`src/rtl/stereo_rx_pkg.sv`:
```
// Shared definitions for the stereo serial sample receiver.
package stereo_rx_pkg;
    // Channel index: left is bit 0 of every per-channel vector.
    typedef enum int unsigned {
        CH_LEFT  = 0,
        CH_RIGHT = 1
    } chan_e;

    localparam int unsigned NUM_CH = 2;
endpackage

```
`src/rtl/serial_shifter.sv`:
```
// Serial-in shift register for one channel.
// Shifts din in at the LSB on every rising clock edge, so the oldest bit
// moves toward the MSB. Assumes din is already synchronous to clk.
module serial_shifter #(
    parameter int unsigned WIDTH = 16
) (
    input  logic             clk,
    input  logic             rst_n,
    input  logic             din,
    output logic [WIDTH-1:0] word
);
    // Shift one bit per clock; cleared by reset.
    always_ff @(posedge clk) begin
        if (!rst_n) word <= '0;
        else        word <= {word[WIDTH-2:0], din};
    end
endmodule

```
`src/rtl/strobe_fall_det.sv`:
```
// Falling-edge detector for a latch strobe sampled in the bit-clock domain.
// The registered copy resets low, so a strobe that is high when reset ends
// produces no edge. Assumes the strobe is synchronous to clk.
module strobe_fall_det (
    input  logic clk,
    input  logic rst_n,
    input  logic strobe,
    output logic fall
);
    logic strobe_q;

    // Keep the strobe value seen at the previous edge.
    always_ff @(posedge clk) begin
        if (!rst_n) strobe_q <= 1'b0;
        else        strobe_q <= strobe;
    end

    // An edge is high at the previous sample and low now.
    always_comb fall = strobe_q & ~strobe;
endmodule

```
`src/rtl/word_latch.sv`:
```
// Output holding register for one channel, with its update pulse.
// Loads word_in when load is high and raises upd for that one cycle.
// Assumes load is a single-cycle request.
module word_latch #(
    parameter int unsigned WIDTH = 16
) (
    input  logic             clk,
    input  logic             rst_n,
    input  logic             load,
    input  logic [WIDTH-1:0] word_in,
    output logic [WIDTH-1:0] word_out,
    output logic             upd
);
    // Capture the word on a load; reset to mid-scale zero.
    always_ff @(posedge clk) begin
        if (!rst_n)    word_out <= '0;
        else if (load) word_out <= word_in;
    end

    // Register the load request as the update strobe.
    always_ff @(posedge clk) begin
        if (!rst_n) upd <= 1'b0;
        else        upd <= load;
    end
endmodule

```
`src/rtl/stereo_serial_rx.sv`:
```
// Top level of the stereo serial sample receiver.
// Builds one shift register, strobe edge detector and holding register per
// channel. All inputs are assumed synchronous to the shared bit clock.
module stereo_serial_rx
    import stereo_rx_pkg::*;
#(
    parameter int unsigned WORD_W = 16
) (
    input  logic              clk,
    input  logic              rst_n,
    input  logic              sdata_l,
    input  logic              sdata_r,
    input  logic              strobe_l,
    input  logic              strobe_r,
    output logic [WORD_W-1:0] sample_l,
    output logic [WORD_W-1:0] sample_r,
    output logic              upd_l,
    output logic              upd_r
);
    localparam int unsigned IDX_L = int'(CH_LEFT);
    localparam int unsigned IDX_R = int'(CH_RIGHT);

    logic [NUM_CH-1:0] din_v;
    logic [NUM_CH-1:0] stb_v;
    logic [NUM_CH-1:0] fall_v;
    logic [NUM_CH-1:0] upd_v;
    logic [WORD_W-1:0] shift_v [NUM_CH];
    logic [WORD_W-1:0] hold_v  [NUM_CH];

    // Gather the per-channel pins into vectors indexed by channel.
    always_comb begin
        din_v[IDX_L] = sdata_l;
        din_v[IDX_R] = sdata_r;
        stb_v[IDX_L] = strobe_l;
        stb_v[IDX_R] = strobe_r;
    end

    for (genvar ch = 0; ch < NUM_CH; ch++) begin : g_chan
        serial_shifter #(.WIDTH(WORD_W)) u_shift (
            .clk   (clk),
            .rst_n (rst_n),
            .din   (din_v[ch]),
            .word  (shift_v[ch])
        );

        strobe_fall_det u_edge (
            .clk    (clk),
            .rst_n  (rst_n),
            .strobe (stb_v[ch]),
            .fall   (fall_v[ch])
        );

        word_latch #(.WIDTH(WORD_W)) u_hold (
            .clk      (clk),
            .rst_n    (rst_n),
            .load     (fall_v[ch]),
            .word_in  (shift_v[ch]),
            .word_out (hold_v[ch]),
            .upd      (upd_v[ch])
        );
    end

    // Drive the output pins from the channel vectors.
    always_comb begin
        sample_l = hold_v[IDX_L];
        sample_r = hold_v[IDX_R];
        upd_l    = upd_v[IDX_L];
        upd_r    = upd_v[IDX_R];
    end
endmodule

```
`config.mk`:
```
export PLATFORM = sky130hd
export DESIGN_NAME = stereo_serial_rx
export DESIGN_NICKNAME = d
export VERILOG_FILES = /design/src/rtl/stereo_rx_pkg.sv /design/src/rtl/serial_shifter.sv /design/src/rtl/strobe_fall_det.sv /design/src/rtl/word_latch.sv /design/src/rtl/stereo_serial_rx.sv
export SDC_FILE = /design/constraint.sdc
export NUM_CORES = 1
export LEC_CHECK = 0
export ABC_AREA = 1
export BUFFER_PORTS_ARGS = -buffer_cell sky130_fd_sc_hd__buf_2
export CELL_PAD_IN_SITES_DETAIL_PLACEMENT = 1
export CELL_PAD_IN_SITES_GLOBAL_PLACEMENT = 1
export CORE_UTILIZATION = 36
export DETAILED_ROUTE_END_ITERATION = 8
export PLACE_DENSITY_LB_ADDON = 0.1
export SYNTH_ARGS = -nofsm -noshare
export SYNTH_HDL_FRONTEND = slang
export SYNTH_HIERARCHICAL = 1
export SYNTH_SLANG_ARGS = --single-unit
```
`constraint.sdc`:
```
create_clock -name clk -period 0.8 [get_ports clk]
set_input_delay 0.12 -clock clk [delete_from_list [all_inputs] [get_ports clk]]
set_output_delay 0.12 -clock clk [all_outputs]
set_load 0.01 [all_outputs]
```
# Yosys cells after proc, flatten, opt, wreduce, memory -nomap -nowiden
# Index checks and enable logic that the tools add are counted.
# word_totals
register_bits	68
input_bits	6
output_inout_bits	34
elab_cells	12
# op_classes
bitwise_logic	4
# ops
operator	count
$and A1 B1 Y1	2
$not A1 Y1	2

# Logic depth before layout (Yosys ltp)
# logic_depth
word_depth	2
depth_mapped	7
depth_no_buf	5

# Cells and area by module
# The synthesis kept the hierarchy.
# by_module_without_submodules
mod	n_inst	cells_each	area_each_um2
word_latch	2	105	721.9
serial_shifter	2	50	484.2
strobe_fall_det	2	5	35.0

# Worst setup path after synthesis
# Ideal clock, no wire load.
# synth_path
kind	register to register
from	register g_chan[0].u_edge.strobe_q
to	register g_chan[0].u_hold.word_out[11]
setup_time_ns	0.113
arrival_time_ns	0.780
t_required_ns	0.687
slack_ns	-0.092
path_stages_with_launch	8
n_path_buf	2
synth_period_minus_slack_ns	0.892
cell_sequence	dfxtp_1 > inv_1 > nor2_1 > buf_6 > buf_8 > nand2_1 > nand2_1 > nor2_1
# synth_between
elab_chain_len	1
# synth_rtl
element	line_no	source
from (decl)	strobe_fall_det.sv:10	logic strobe_q;
from (signal assigned)	strobe_fall_det.sv:15	else strobe_q <= strobe;
$and A1 B1 Y1	strobe_fall_det.sv:19	always_comb fall = strobe_q & ~strobe;
net fall_v[0]	stereo_serial_rx.sv:25	logic [NUM_CH-1:0] fall_v;
to (signal assigned)	word_latch.sv:17	else if (load) word_out <= word_in;
to (decl)	word_latch.sv:11	output logic [WIDTH-1:0] word_out,
# The timed path passes the listed nets, and every way through them passes these cells.
# A chain may end at the register's enable or synchronous reset.

# Worst setup path in the final report
# layout_path
from	register g_chan[0].u_edge.strobe_q
to	register g_chan[0].u_hold.word_out[12]
# The elaborated chain is that of the path after synthesis.

==> flow_summary.ini <==
[timing]
hold_viol_final = 0
worstMarginPinSlew_ns = 0.155
fmax_mhz = 995
setup_slack_ns = -0.205
whs_ns = 0.0244
clock_skew_ns = 0.00972
slew_headroom_pct = 89.6
rsz0062_at_grt = yes
setup_viol = 68
period_share_pct = 126
period_needed_ns = 1.01
maxSlewViolCount = 0

[clock_tree]
cts_tree = built
clock_latency_ns = 0.33
h-tree-depth = 3
clock_sinks = 68
cts_made_buffers = 9
root_buffer = clkbuf_8
clk_path_buf_depth = 2
path_clk_slew_ns = 0.07

[synthesis]
yosys-top-cells-count = 90 x nand2_1, 70 x inv_1, 68 x dfxtp_1, 66 x nor2_1, 10 x nand2_2
synthesis.nets = 326
yosys.area_share.simple_pct = 26.1
synth_top_cell_by_area = dfxtp_1
synth_top_family_by_area = simple AND/OR/NAND/NOR gates
synth_edf_count = 0
synthDistinctLibCells = 10
synth_cells = 320
synth_xor_area_share_pct = 0
syn_area_per_cell_sq_um = 7.76
synth_compound_area_share_pct = 0
synth_most_common_cell = nand2_1
yosys.area.top_type_share_pct = 54.8
yosysWarnings = 6
ys.flop_type = dfxtp_1
yosys.area_share.adder_pct = 0
async_flop_share_pct = 0
synth_mux_area_share_pct = 0
synth_area_leaders = dfxtp_1 55%, nand2_1 14%, inv_1 11%
synth_seq_cells = 68
synthesis.area_sq_um = 2480
yosysSeqAreaShare_pct = 54.8

[die]
coreArea_sq_um = 6490
pin_count = 40
rows = 29
initial_core_util_pct = 38.2
dieWidth_um = 85.0
dieArea_sq_um = 7230
fp.dieH_um = 85.0

[setup_path]
required_ns = 1.03
cp_cell_sequence = inv_2 > nor2_4 > buf_12 > clkbuf_16 > nand2_4 > nand2_2 > nor2_1
cp_slowest_cell = dfxtp_2
worst-path-buf-inv = 3
slowest_delay_ns = 0.32
critPathKind = register to register
cp-end-kind = register
startpoint_type = register
critPathTopFamily = buffers and inverters
critical_path_peak_fanout = 8
cp.arrival_ns = 1.24

[power_and_ir_drop]
power_density_nw_per_um2 = 1970
leakagePower_nw = 1.77
ir_drop_mv = 1.09

[detailed_routing]
vias = 1939
drt-pass1-iter-count = 4
drt-initial-drc-count = 52
wire_per_inst_um = 12.1
vias_per_cell = 4.22
drc = 0
ant_nets = 0
wirelength_um = 5540

[cells_and_area]
instances_no_fill = 459
layout-drive-gt1-share_pct = 41.6
antenna_cells = 0
area_delta_synth_final_pct = 43.3
final_util_pct = 54.8
nets = 384
fillers = 752

[grt]
antenna_found_initial = 0
grt_pass1_wl_um = 7910
gr-usage-all-layers_pct = 14.3
grt_max_degree = 34
grt_pass1_vias = 1818
grt_overflow = 0

[status]
outcome = complete, but fails checks
violations = setup timing

[placement]
dp.final_hpwl_um = 2690
placed_cells = 425
gp_congestion = 0.649
io_buffer_count = 39

[job]
maxCapViolCount = 0

[min_path]
worstHoldPathType = input port to register
## flip-flops by register name (all words and copies together), names as in the netlist
name and cells:
g_chan.u_hold/upd 2, g_chan.u_hold/word_out 32, g_chan.u_shift/word 32, g_chan.u_edge/strobe_q 2
## path summary, 6_finish.rpt
path | depth (start not counted) | start | slack (ns) | endpoint
worst min register to register | 2 | g_chan[1].u_shift/word[4] | 0.43 | g_chan[1].u_shift/word[5]
worst max register to register | 7 | g_chan[0].u_edge/strobe_q | -0.21 | g_chan[0].u_hold/word_out[12]
worst min-delay path | 3 | strobe_r | 0.02 | g_chan[1].u_edge/strobe_q
worst max-delay path | 7 | g_chan[0].u_edge/strobe_q | -0.21 | g_chan[0].u_hold/word_out[12]
## through the flow
step	total power [mW]	area [sq um]	setup slack [ns]	TNS (ns)
after global placement	4.08	2670	-0.136	-3.62
after floorplan	3.98	2480	-0.0925	-2.68
after detailed placement	4.09	2670	-0.158	-4.48
after global routing	7.32	3560	-0.248	-11.32
final	7.00	3560	-0.205	-8.58
after CTS	6.96	3240	-0.165	-8.43
## layout make-up
cell class | count | area, sq um | share of cell area [%]
Clock buffer | 14 | 183 | 5.14
Clock inverter | 1 | 5.00 | 0.141
Timing Repair Buffer | 63 | 771 | 21.7
Multi-Input combinational cell | 166 | 831 | 23.4
Tap cell | 77 | 96.3 | 2.71
Sequential cell | 68 | 1410 | 39.6
Inverter | 70 | 263 | 7.39
## worst min-delay path, cell delays in order
cell and delay, ns:
buf_2 0.11, nand2_1 0.05, inv_1 0.04
## layer usage
metal  part of all wire, %  vias to the layer above  GRT usage (%)
li1                      -                      999              -
met1                    46                      892           17.0
met2                    49                       35           23.4
met3                   3.0                       13           3.31
met4                   2.4                        0           9.24
met5                     0                        -              0
## placed cells by master, fill, tap and decap left out, drive strengths merged
| master | count |
|---|---|
| inv | 70 |
| nor2 | 66 |
| dlygate4sd3 | 3 |
| dfxtp | 68 |
| clkbuf | 17 |
| clkinv | 1 |
| nand2 | 100 |
| buf | 57 |
## where the power goes
part / internal, mW / switching [mW] / total [mW] / leakage (nW)
sequential: 3.50 / 0.0762 / 3.58 / 0.568
clock: 1.45 / 1.21 / 2.66 / 0.0986
combinational: 0.412 / 0.350 / 0.762 / 1.10
## kinds of logic (layout without fill, tap and decap cells)
kind of cell | count (synthesis) | after routing
and+or+nand+nor | 166 | 166
DFF | 68 | 68
buffers and inverters | 86 | 148
## repair_timing
item,4_1_cts,5_1_grt
resized for setup,71,56
setup buffers,5,5
pin swaps,1,41
hold buffers,3,0
endpoints found under the setup margin,68,68
gates cloned,2,4
endpoints found under the hold margin,3,0
(Power assumes the default switching activity.)
